### src/rtl/txb_pkg.sv
package txb_pkg;
  localparam int unsigned ADDR_W    = 3;
  localparam int unsigned DATA_W    = 8;
  localparam logic [ADDR_W-1:0] A_EMPTY = 3'd0;
  localparam logic [ADDR_W-1:0] A_IEN   = 3'd1;
  localparam logic [ADDR_W-1:0] A_ABREQ = 3'd2;
  localparam logic [ADDR_W-1:0] A_ABACK = 3'd3;

  typedef enum logic [1:0] {
    BUS_IDLE  = 2'd0,
    BUS_READ  = 2'd1,
    BUS_WRITE = 2'd2
  } bus_op_e;
endpackage

### src/rtl/txb_slot.sv
module txb_slot (
  input  logic clk,
  input  logic rst,
  input  logic init_hold,
  input  logic cpu_clr,
  input  logic abreq_wr,
  input  logic ien_we,
  input  logic ien_val,
  input  logic hw_sent,
  input  logic hw_abort_done,
  output logic empty_q,
  output logic empty_n,
  output logic ien_q,
  output logic ien_n,
  output logic abreq_q,
  output logic aback_q
);
  logic hw_set;
  logic abreq_n;
  logic aback_n;

  assign hw_set = hw_sent | hw_abort_done;

  always_comb begin
    empty_n = empty_q;
    abreq_n = abreq_q;
    aback_n = aback_q;
    ien_n   = ien_we ? ien_val : ien_q;
    if (init_hold) begin
      empty_n = 1'b1;
      abreq_n = 1'b0;
      aback_n = 1'b0;
    end else begin
      if (hw_set) begin
        empty_n = 1'b1;
        abreq_n = 1'b0;
      end else begin
        if (cpu_clr) begin
          empty_n = 1'b0;
          aback_n = 1'b0;
        end
        if (abreq_wr && !empty_q) abreq_n = 1'b1;
      end
      if (hw_abort_done) aback_n = 1'b1;
    end
  end

  always_ff @(posedge clk) begin
    if (rst) begin
      empty_q <= 1'b1;
      ien_q   <= 1'b0;
      abreq_q <= 1'b0;
      aback_q <= 1'b0;
    end else begin
      empty_q <= empty_n;
      ien_q   <= ien_n;
      abreq_q <= abreq_n;
      aback_q <= aback_n;
    end
  end

  a_r5_req_only_when_full: assert property (@(posedge clk) disable iff (rst)
    abreq_q |-> !empty_q);
  a_r4_set_drops_request: assert property (@(posedge clk) disable iff (rst)
    $rose(empty_q) |-> !abreq_q);
  a_r4_clear_drops_ack: assert property (@(posedge clk) disable iff (rst)
    $fell(empty_q) |-> !aback_q);
  a_r3_event_sets_flag: assert property (@(posedge clk) disable iff (rst)
    (hw_sent || hw_abort_done) |=> empty_q);
  a_r6_init_holds_flag: assert property (@(posedge clk) disable iff (rst)
    init_hold |=> (empty_q && !abreq_q && !aback_q));
endmodule

### src/rtl/txb_bus.sv
module txb_bus
  import txb_pkg::*;
#(
  parameter int unsigned NBUF = 3
) (
  input  logic              clk,
  input  logic              rst,
  input  logic              bus_sel,
  input  logic              bus_we,
  input  logic [ADDR_W-1:0] bus_addr,
  input  logic [DATA_W-1:0] bus_wdata,
  input  logic              flag_writable,
  input  logic              listen_mode,
  input  logic [NBUF-1:0]   empty_vec,
  input  logic [NBUF-1:0]   ien_vec,
  input  logic [NBUF-1:0]   abreq_vec,
  input  logic [NBUF-1:0]   aback_vec,
  output logic [NBUF-1:0]   clr_vec,
  output logic [NBUF-1:0]   abreq_wr_vec,
  output logic              ien_we,
  output logic [NBUF-1:0]   ien_wval,
  output logic [DATA_W-1:0] rdata_q
);
  bus_op_e          op;
  logic [NBUF-1:0]  wbits;
  logic [NBUF-1:0]  sel_vec;
  logic [DATA_W-1:0] rd_mux;

  always_comb begin
    if (!bus_sel)    op = BUS_IDLE;
    else if (bus_we) op = BUS_WRITE;
    else             op = BUS_READ;
  end

  assign wbits        = bus_wdata[NBUF-1:0];
  assign clr_vec      = (op == BUS_WRITE && bus_addr == A_EMPTY && flag_writable && !listen_mode)
                        ? wbits : '0;
  assign abreq_wr_vec = (op == BUS_WRITE && bus_addr == A_ABREQ) ? wbits : '0;
  assign ien_we       = (op == BUS_WRITE && bus_addr == A_IEN);
  assign ien_wval     = wbits;

  always_comb begin
    case (bus_addr)
      A_EMPTY: sel_vec = empty_vec;
      A_IEN:   sel_vec = ien_vec;
      A_ABREQ: sel_vec = abreq_vec;
      A_ABACK: sel_vec = aback_vec;
      default: sel_vec = '0;
    endcase
    rd_mux = '0;
    rd_mux[NBUF-1:0] = sel_vec;
  end

  always_ff @(posedge clk) begin
    if (rst) rdata_q <= '0;
    else if (op == BUS_READ) rdata_q <= rd_mux;
  end

  a_r7_listen_blocks_clear: assert property (@(posedge clk) disable iff (rst)
    listen_mode |-> (clr_vec == '0));
endmodule

### src/rtl/txbuf_ctrl.sv
module txbuf_ctrl
  import txb_pkg::*;
#(
  parameter int unsigned NBUF = 3
) (
  input  logic              clk,
  input  logic              rst,
  input  logic              init_req,
  input  logic              init_ack,
  input  logic              listen_mode,
  input  logic              bus_sel,
  input  logic              bus_we,
  input  logic [ADDR_W-1:0] bus_addr,
  input  logic [DATA_W-1:0] bus_wdata,
  output logic [DATA_W-1:0] bus_rdata,
  input  logic [NBUF-1:0]   eng_sent,
  input  logic [NBUF-1:0]   eng_abort_done,
  output logic [NBUF-1:0]   tx_pending,
  output logic [NBUF-1:0]   abort_pending,
  output logic              tx_irq,
  output logic [NBUF-1:0]   buf_lock
);
  logic            init_hold;
  logic            flag_writable;
  logic [NBUF-1:0] empty_q, empty_n, ien_q, ien_n, abreq_q, aback_q;
  logic [NBUF-1:0] clr_vec, abreq_wr_vec, ien_wval;
  logic            ien_we;
  logic [NBUF-1:0] pend_q;
  logic            irq_q;

  assign init_hold     = init_req & init_ack;
  assign flag_writable = ~init_req & ~init_ack;

  txb_bus #(.NBUF(NBUF)) u_bus (
    .clk(clk), .rst(rst),
    .bus_sel(bus_sel), .bus_we(bus_we), .bus_addr(bus_addr), .bus_wdata(bus_wdata),
    .flag_writable(flag_writable), .listen_mode(listen_mode),
    .empty_vec(empty_q), .ien_vec(ien_q), .abreq_vec(abreq_q), .aback_vec(aback_q),
    .clr_vec(clr_vec), .abreq_wr_vec(abreq_wr_vec), .ien_we(ien_we), .ien_wval(ien_wval),
    .rdata_q(bus_rdata)
  );

  for (genvar g = 0; g < NBUF; g++) begin : g_slot
    txb_slot u_slot (
      .clk(clk), .rst(rst), .init_hold(init_hold),
      .cpu_clr(clr_vec[g]), .abreq_wr(abreq_wr_vec[g]),
      .ien_we(ien_we), .ien_val(ien_wval[g]),
      .hw_sent(eng_sent[g]), .hw_abort_done(eng_abort_done[g]),
      .empty_q(empty_q[g]), .empty_n(empty_n[g]),
      .ien_q(ien_q[g]), .ien_n(ien_n[g]),
      .abreq_q(abreq_q[g]), .aback_q(aback_q[g])
    );
  end

  always_ff @(posedge clk) begin
    if (rst) begin
      pend_q <= '0;
      irq_q  <= 1'b0;
    end else begin
      pend_q <= ~empty_n & {NBUF{~listen_mode}};
      irq_q  <= |(empty_n & ien_n);
    end
  end

  assign tx_pending    = pend_q;
  assign tx_irq        = irq_q;
  assign buf_lock      = ~empty_q;
  assign abort_pending = abreq_q;

  a_r8_pending_is_locked: assert property (@(posedge clk) disable iff (rst)
    |(tx_pending & ~buf_lock) == 1'b0);
  a_r7_listen_no_pending: assert property (@(posedge clk) disable iff (rst)
    listen_mode |=> (tx_pending == '0));
  a_r9_irq_needs_enable: assert property (@(posedge clk) disable iff (rst)
    tx_irq |-> (ien_q != '0));
endmodule

### config.mk
export PLATFORM = sky130hd
export DESIGN_NAME = txbuf_ctrl
export DESIGN_NICKNAME = d
export VERILOG_FILES = /design/src/rtl/txb_pkg.sv /design/src/rtl/txb_slot.sv /design/src/rtl/txb_bus.sv /design/src/rtl/txbuf_ctrl.sv
export SDC_FILE = /design/constraint.sdc
export NUM_CORES = 1
export LEC_CHECK = 0
export BUFFER_PORTS_ARGS = -buffer_cell sky130_fd_sc_hd__buf_2
export CAP_MARGIN = 0
export CORE_ASPECT_RATIO = 0.5
export CORE_MARGIN = 1
export CORE_UTILIZATION = 37
export DETAILED_ROUTE_END_ITERATION = 12
export PLACE_DENSITY = 0.61
export SETUP_SLACK_MARGIN = 0.2
export SKIP_CTS_REPAIR_TIMING = 1
export SYNTH_ARGS = -nofsm -noshare
export SYNTH_HDL_FRONTEND = slang
export SYNTH_HIERARCHICAL = 1
export SYNTH_SLANG_ARGS = --single-unit
### constraint.sdc
create_clock -name clk -period 2.6 [get_ports clk]
set_input_delay 0.39 -clock clk [delete_from_list [all_inputs] [get_ports clk]]
set_output_delay 0.39 -clock clk [all_outputs]
set_load 0.005 [all_outputs]
== After elaboration in Yosys (flattened, before gate mapping) ==
Cells that the tools add are included.

* Register bits: 19
* Output and inout port bits: 18
* Logic and storage cells: 85

* Eq/ne operators: 8
* Multiplexer cells: 26
* Bitwise operators: 12
* Reduce and logical (&&, ||, !) cells: 24

{| class="wikitable"
|+ Operators with widths
! kind !! count
|-
| $mux W1 || 21
|-
| $pmux W3 S4 || 1
|-
| $reduce_or A3 Y1 || 4
|-
| $logic_and A1 B1 Y1 || 8
|-
| $and A3 B3 Y3 || 2
|-
| $eq A3 B2 Y1 const B || 2
|-
| $mux W3 || 2
|-
| $ne A2 B2 Y1 const B || 3
|-
| $not A3 Y3 || 2
|-
| $reduce_and A2 Y1 || 3
|-
| $reduce_bool A2 Y1 || 3
|-
| $logic_not A1 Y1 || 4
|-
| $mux W2 || 2
|-
| $eq A3 B1 Y1 const B || 1
|-
| $logic_not A3 Y1 || 1
|-
| $not A1 Y1 || 3
|-
| $or A1 B1 Y1 || 3
|-
| $and A1 B1 Y1 || 2
|-
| $eq A2 B1 Y1 const B || 1
|-
| $eq A2 B2 Y1 const B || 1
|-
| $reduce_or A2 Y1 || 1
|}

== Logic depth before layout (Yosys ltp) ==
* Word-level depth: 12
* Gate-level depth with buffers: 8
* Depth with buffers taken out: 8

== Cells and area by module ==
The synthesis kept the hierarchy.

{| class="wikitable"
|+ By module, submodules not included
! module !! instances !! cells an instance !! area an instance (um2) !! sequential area each (um2)
|-
| txb_slot || 3 || 15 || 168.9 || 80.1
|-
| txb_bus || 1 || 42 || 357.8 || 60.1
|-
| txbuf_ctrl || 1 || 14 || 130.1 || 80.1
|}

== Worst setup path before layout ==
Ideal clock, no wire load.

* Path type: in2reg
* Start point: input bus_addr[0]
* End point: register irq_q, in the netlist tx_irq
* Arrival: 1,844 ps
* Slack: 632 ps
* Stages on the path: 5
* Buffers on the path: 1
* Cell sequence: buf_6 nor4b_1 mux2_4 a222oi_1 nor2_1

{| class="wikitable"
|+ RTL lines
! what !! RTL line !! RTL
|-
| start: declaration || txbuf_ctrl.sv:13 || <nowiki>input logic [ADDR_W-1:0] bus_addr,</nowiki>
|-
| $eq A3 B1 Y1 || txb_bus.sv:39 || <nowiki>assign ien_we = (op == BUS_WRITE && bus_addr == A_IEN);</nowiki>
|-
| $logic_and A1 B1 Y1 || txb_bus.sv:39 ||
|-
| via ien_we || txbuf_ctrl.sv:27 || <nowiki>logic ien_we;</nowiki>
|-
| $mux W1 || txb_slot.sv:28 || <nowiki>ien_n = ien_we ? ien_val : ien_q;</nowiki>
|-
| via ien_n[0] || txbuf_ctrl.sv:25 || <nowiki>logic [NBUF-1:0] empty_q, empty_n, ien_q, ien_n, abreq_q, aback_q;</nowiki>
|-
| $and A3 B3 Y3 || txbuf_ctrl.sv:61 || <nowiki>irq_q <= |(empty_n & ien_n);</nowiki>
|-
| $reduce_or A3 Y1 || txbuf_ctrl.sv:61 ||
|-
| end signal: assignment || txbuf_ctrl.sv:61 ||
|-
| end: declaration || txbuf_ctrl.sv:29 || <nowiki>logic irq_q;</nowiki>
|}

The timed path passes the listed nets, and every way through them passes these cells.
A chain may end at the register's enable or synchronous reset.

== Worst setup path after layout ==
* Start point: input bus_addr[1]
* End point: register irq_q, in the netlist tx_irq

* Word-level cells in the longest chain between the ends: 10

{| class="wikitable"
|+ RTL lines
! what !! RTL line !! RTL
|-
| $logic_not A3 Y1 || txb_bus.sv:36 || <nowiki>assign clr_vec = (op == BUS_WRITE && bus_addr == A_EMPTY && flag_writable && !listen_mode)</nowiki>
|-
| $logic_and A1 B1 Y1 (3 in a row) || txb_bus.sv:36 ||
|-
| $mux W3 || txb_bus.sv:37 || <nowiki>? wbits : '0;</nowiki>
|-
| via clr_vec[2] || txbuf_ctrl.sv:26 || <nowiki>logic [NBUF-1:0] clr_vec, abreq_wr_vec, ien_wval;</nowiki>
|-
| $mux W1 || txb_slot.sv:38 || <nowiki>if (cpu_clr) begin</nowiki>
|-
| $mux W1 || txb_slot.sv:34 || <nowiki>if (hw_set) begin</nowiki>
|-
| $mux W1 || txb_slot.sv:29 || <nowiki>if (init_hold) begin</nowiki>
|-
| via empty_n[2] || txbuf_ctrl.sv:25 ||
|-
| $and A3 B3 Y3 || txbuf_ctrl.sv:61 ||
|-
| $reduce_or A3 Y1 || txbuf_ctrl.sv:61 ||
|}

The timed path passes the listed nets, and every way through them passes these cells.

==> run summary <==
• finished clean — run status
• 4 — iteration count of the initial detailed-routing pass
• 0.00211 ns — clock tree skew after final layout
• 3320 microns — global-route wire length before repair
• 1.44 ns — R2R setup slack
• 805 — via count
• 995 sq um — synthesized area
• 31 — total of buffers placed on input and output ports
• 28 — count of different cell masters after synthesis
• 1200 sq um — Final Instance Area
• sky130_fd_sc_hd__buf_2 — most common library cell in the layout ignoring fill and taps
• 0 — antenna violations before repair
• 0.626 ns — transition time of the tightest slew-check pin
• 0.39 ns — crit-path max cell delay
• 0 — EDFF count, synth
• 5 — maximum fanout along the worst path
• 0.485 GHz — Achievable Freq
• 0% — XOR/XNOR share of the synthesized area
• sky130_fd_sc_hd__nor4_1 — slowest library cell on the worst path
• 0 — Pins Over Slew Limit
• 168 — Finished Layout Cells
• 2370 sq um — floorplan core area
• 19 — clock sink count
• 9.85 sq um — Post-Syn Area per Cell
• 1150 sq um — placed standard-cell area
• 0.000208 V — largest vdd supply drop
• 22.4% — Global Route met1 Usage
• 2910 sq um — die area
• 0% — async set-or-reset flop fraction in the synthesized netlist
• 12 — Row Count
• 6.25% — met3 GRT Util
• 41.9% — Starting Density
• simple AND/OR/NAND/NOR gates — dominant combinational cell family by area after synthesis
• 16.5% — total routing resource utilization after global routing
• 75.3 microns — die width
• 0.767 — final RePlAce weighted congestion
• 38.2% — proportion of synthesized chip area in sequential cells
• 2 — Longest Clk Path Bufs
• 0% — adder and majority gate portion of the synthesized area
• 19 — count of state elements after synthesis
• 4.79 — via density per instance
• input port to register — critical path class
• 0.000588 uW — Leak Pwr
• 472 nW/um^2 — cell area power density
• 251 — number of fillers in the final layout
• false — unrepaired setup endpoints after global routing
• 701 — vias in the first global route
• 1620 microns — DPL Wire Length
• input port — Worst Setup Start Kind
• 79.3% — fraction of the cycle the final worst path needs
• met2 — layer with the highest usage
• yes — TritonCTS clock tree
• 1 — H-tree Lvls
• 2.06 ns — time the final worst path needs with I/O delays and setup
• buf_2 -> or2_2 -> nor4_1 -> buf_4 -> and2_1 -> nand2b_1 -> nand3b_1 -> a222oi_1 -> nor2_1 — Cell Chain, Critical Path
• 10.8% — multiplexer share of the synthesized area
• 11.1% — post-synthesis compound-gate area fraction
• 31.2% — simple-gate area share of the yosys netlist
• 38.7 microns — height of the chip
• 6 — number of synthesis warnings
• 13 — DRC violation total after the first TritonRoute iteration
• 0.347 ns — hold slack final
• 0 — Antenna Violating Nets Remaining
• 57.7% — worst rel slew slack
• input port to register — class of the tightest hold or removal check
• 0.07 ns — Clock Pin Slew Worst Setup and Hold Paths
• 2010 microns — wire length reported by the detailed router
• 158 — Final nets
• 0 — Inserted Diodes
• 0 — Final Hold Violating Endpoints
• 3 — TritonCTS buffer count
• sky130_fd_sc_hd__buf_2, sky130_fd_sc_hd__dfxtp_1, sky130_fd_sc_hd__nand2b_1, sky130_fd_sc_hd__nor2_1, sky130_fd_sc_hd__and2_1 — top library cells by usage in the layout, fill and taps aside
• 101 — synthesized netlist cell count
• 164 — number of placed instances with taps included
• 0 — max cap viols
• 42 — num ports
• sky130_fd_sc_hd__dfxtp_1 — Top FF cell, synth
• 0.25 ns — Clk Latency, worst-skew pair
• 2.20 ns — worst endpoint data arrival time
• sky130_fd_sc_hd__clkbuf_8 — clock root buffer
• 0 — overflow left after global routing
• 0 — DRC viols
• 20.4% — synth-to-layout area growth
• 0 ns — Post-Route Setup TNS
• 15 — largest net degree at the start of global routing
• 12.0 microns — wire length per cell after detailed routing
• register — critical path capture point type
• 2.73 ns — Critical Path RT
• 0 — Setup-failing EPs final
• 36.1% — ratio of cells with drive above 1 in the final layout
• 24.3% — met2 Resource Use GR
-- state kept, by name, summed over array words and instances, names as in the netlist --
signal                 flops
g_slot.u_slot/empty_q      3
tx_pending                 3
g_slot.u_slot/abreq_q      3
u_bus/rdata_q              3
g_slot.u_slot/aback_q      3
g_slot.u_slot/ien_q        3
tx_irq                     1
-- Yosys cell counts, drive strengths merged (2+ instances only) --
cell / instances / area, sq um
mux2: 3 / 45.0
nor3: 3 / 15.0
dfxtp: 19 / 380
o221a: 3 / 33.8
buf: 9 / 71.3
nand2b: 9 / 56.3
nor2: 8 / 30.0
nor4b: 2 / 17.5
mux2i: 4 / 40.0
and2: 7 / 43.8
inv: 3 / 11.3
nand3: 3 / 15.0
o22a: 2 / 17.5
o211a: 3 / 30.0
nor2b: 6 / 60.1
o21ai: 2 / 10.0
nand3b: 5 / 37.5
nand2: 2 / 7.51
-- layout make-up --
type,instances,area (sq um),area share (%)
sequential,19,380,31.8
clock buffer,4,45.0,3.76
timing repair buffer,33,170,14.2
multi-input combinational,74,547,45.7
tap,35,43.8,3.66
inverter,3,11.3,0.940
-- stage by stage --
| step | total power [uW] | utilization [%] | setup slack [ns] |
|---|---|---|---|
| 2_1_floorplan | 347 | - | 0.632 |
| 3_3_place_gp | 367 | 48.6 | 0.304 |
| 3_5_place_dp | 368 | 48.6 | 0.287 |
| 4_1_cts | 572 | 50.5 | 0.548 |
| 5_1_grt | 599 | 50.5 | 0.455 |
| 6_report | 565 | 50.5 | 0.537 |
-- path summary, 6_finish.rpt --
path | cells past startpoint | from | end
hold reg to reg | 2 | u_bus/rdata_q[2] | u_bus/rdata_q[2]
setup reg to reg | 3 | g_slot[2].u_slot/empty_q | u_bus/rdata_q[2]
setup / recovery | 9 | bus_addr[1] | tx_irq
hold / removal | 2 | listen_mode | tx_pending[1]
-- where the power goes --
part / switching [uW] / internal (uW)
Sequential: 2.45 / 296
Clock: 95.0 / 109
Combinational: 32.1 / 30.2
Total: 130 / 435
-- worst max-delay path, delay by kind of cell --
| kind | cells | cell delay [ns] |
|---|---|---|
| buffers and inverters | 2 | 0.32 |
| AND/OR/NAND/NOR | 6 | 1.16 |
| AO/OA/AOI/OAI | 1 | 0.32 |
-- logic make-up (layout without fill, tap and decap cells) --
family | after synthesis | count (layout)
other cells | 1 | 5
flops | 19 | 19
compound gates | 12 | 12
buf+inv | 12 | 40
mux | 8 | 8
simple gates | 49 | 49
-- layer usage --
layer,routed length [microns],up-vias
li1,-,409
met1,1070,376
met3,104,2
met2,833,18
met5,0,-
met4,6,0
No activity file was read; power rests on OpenSTA's default activity.
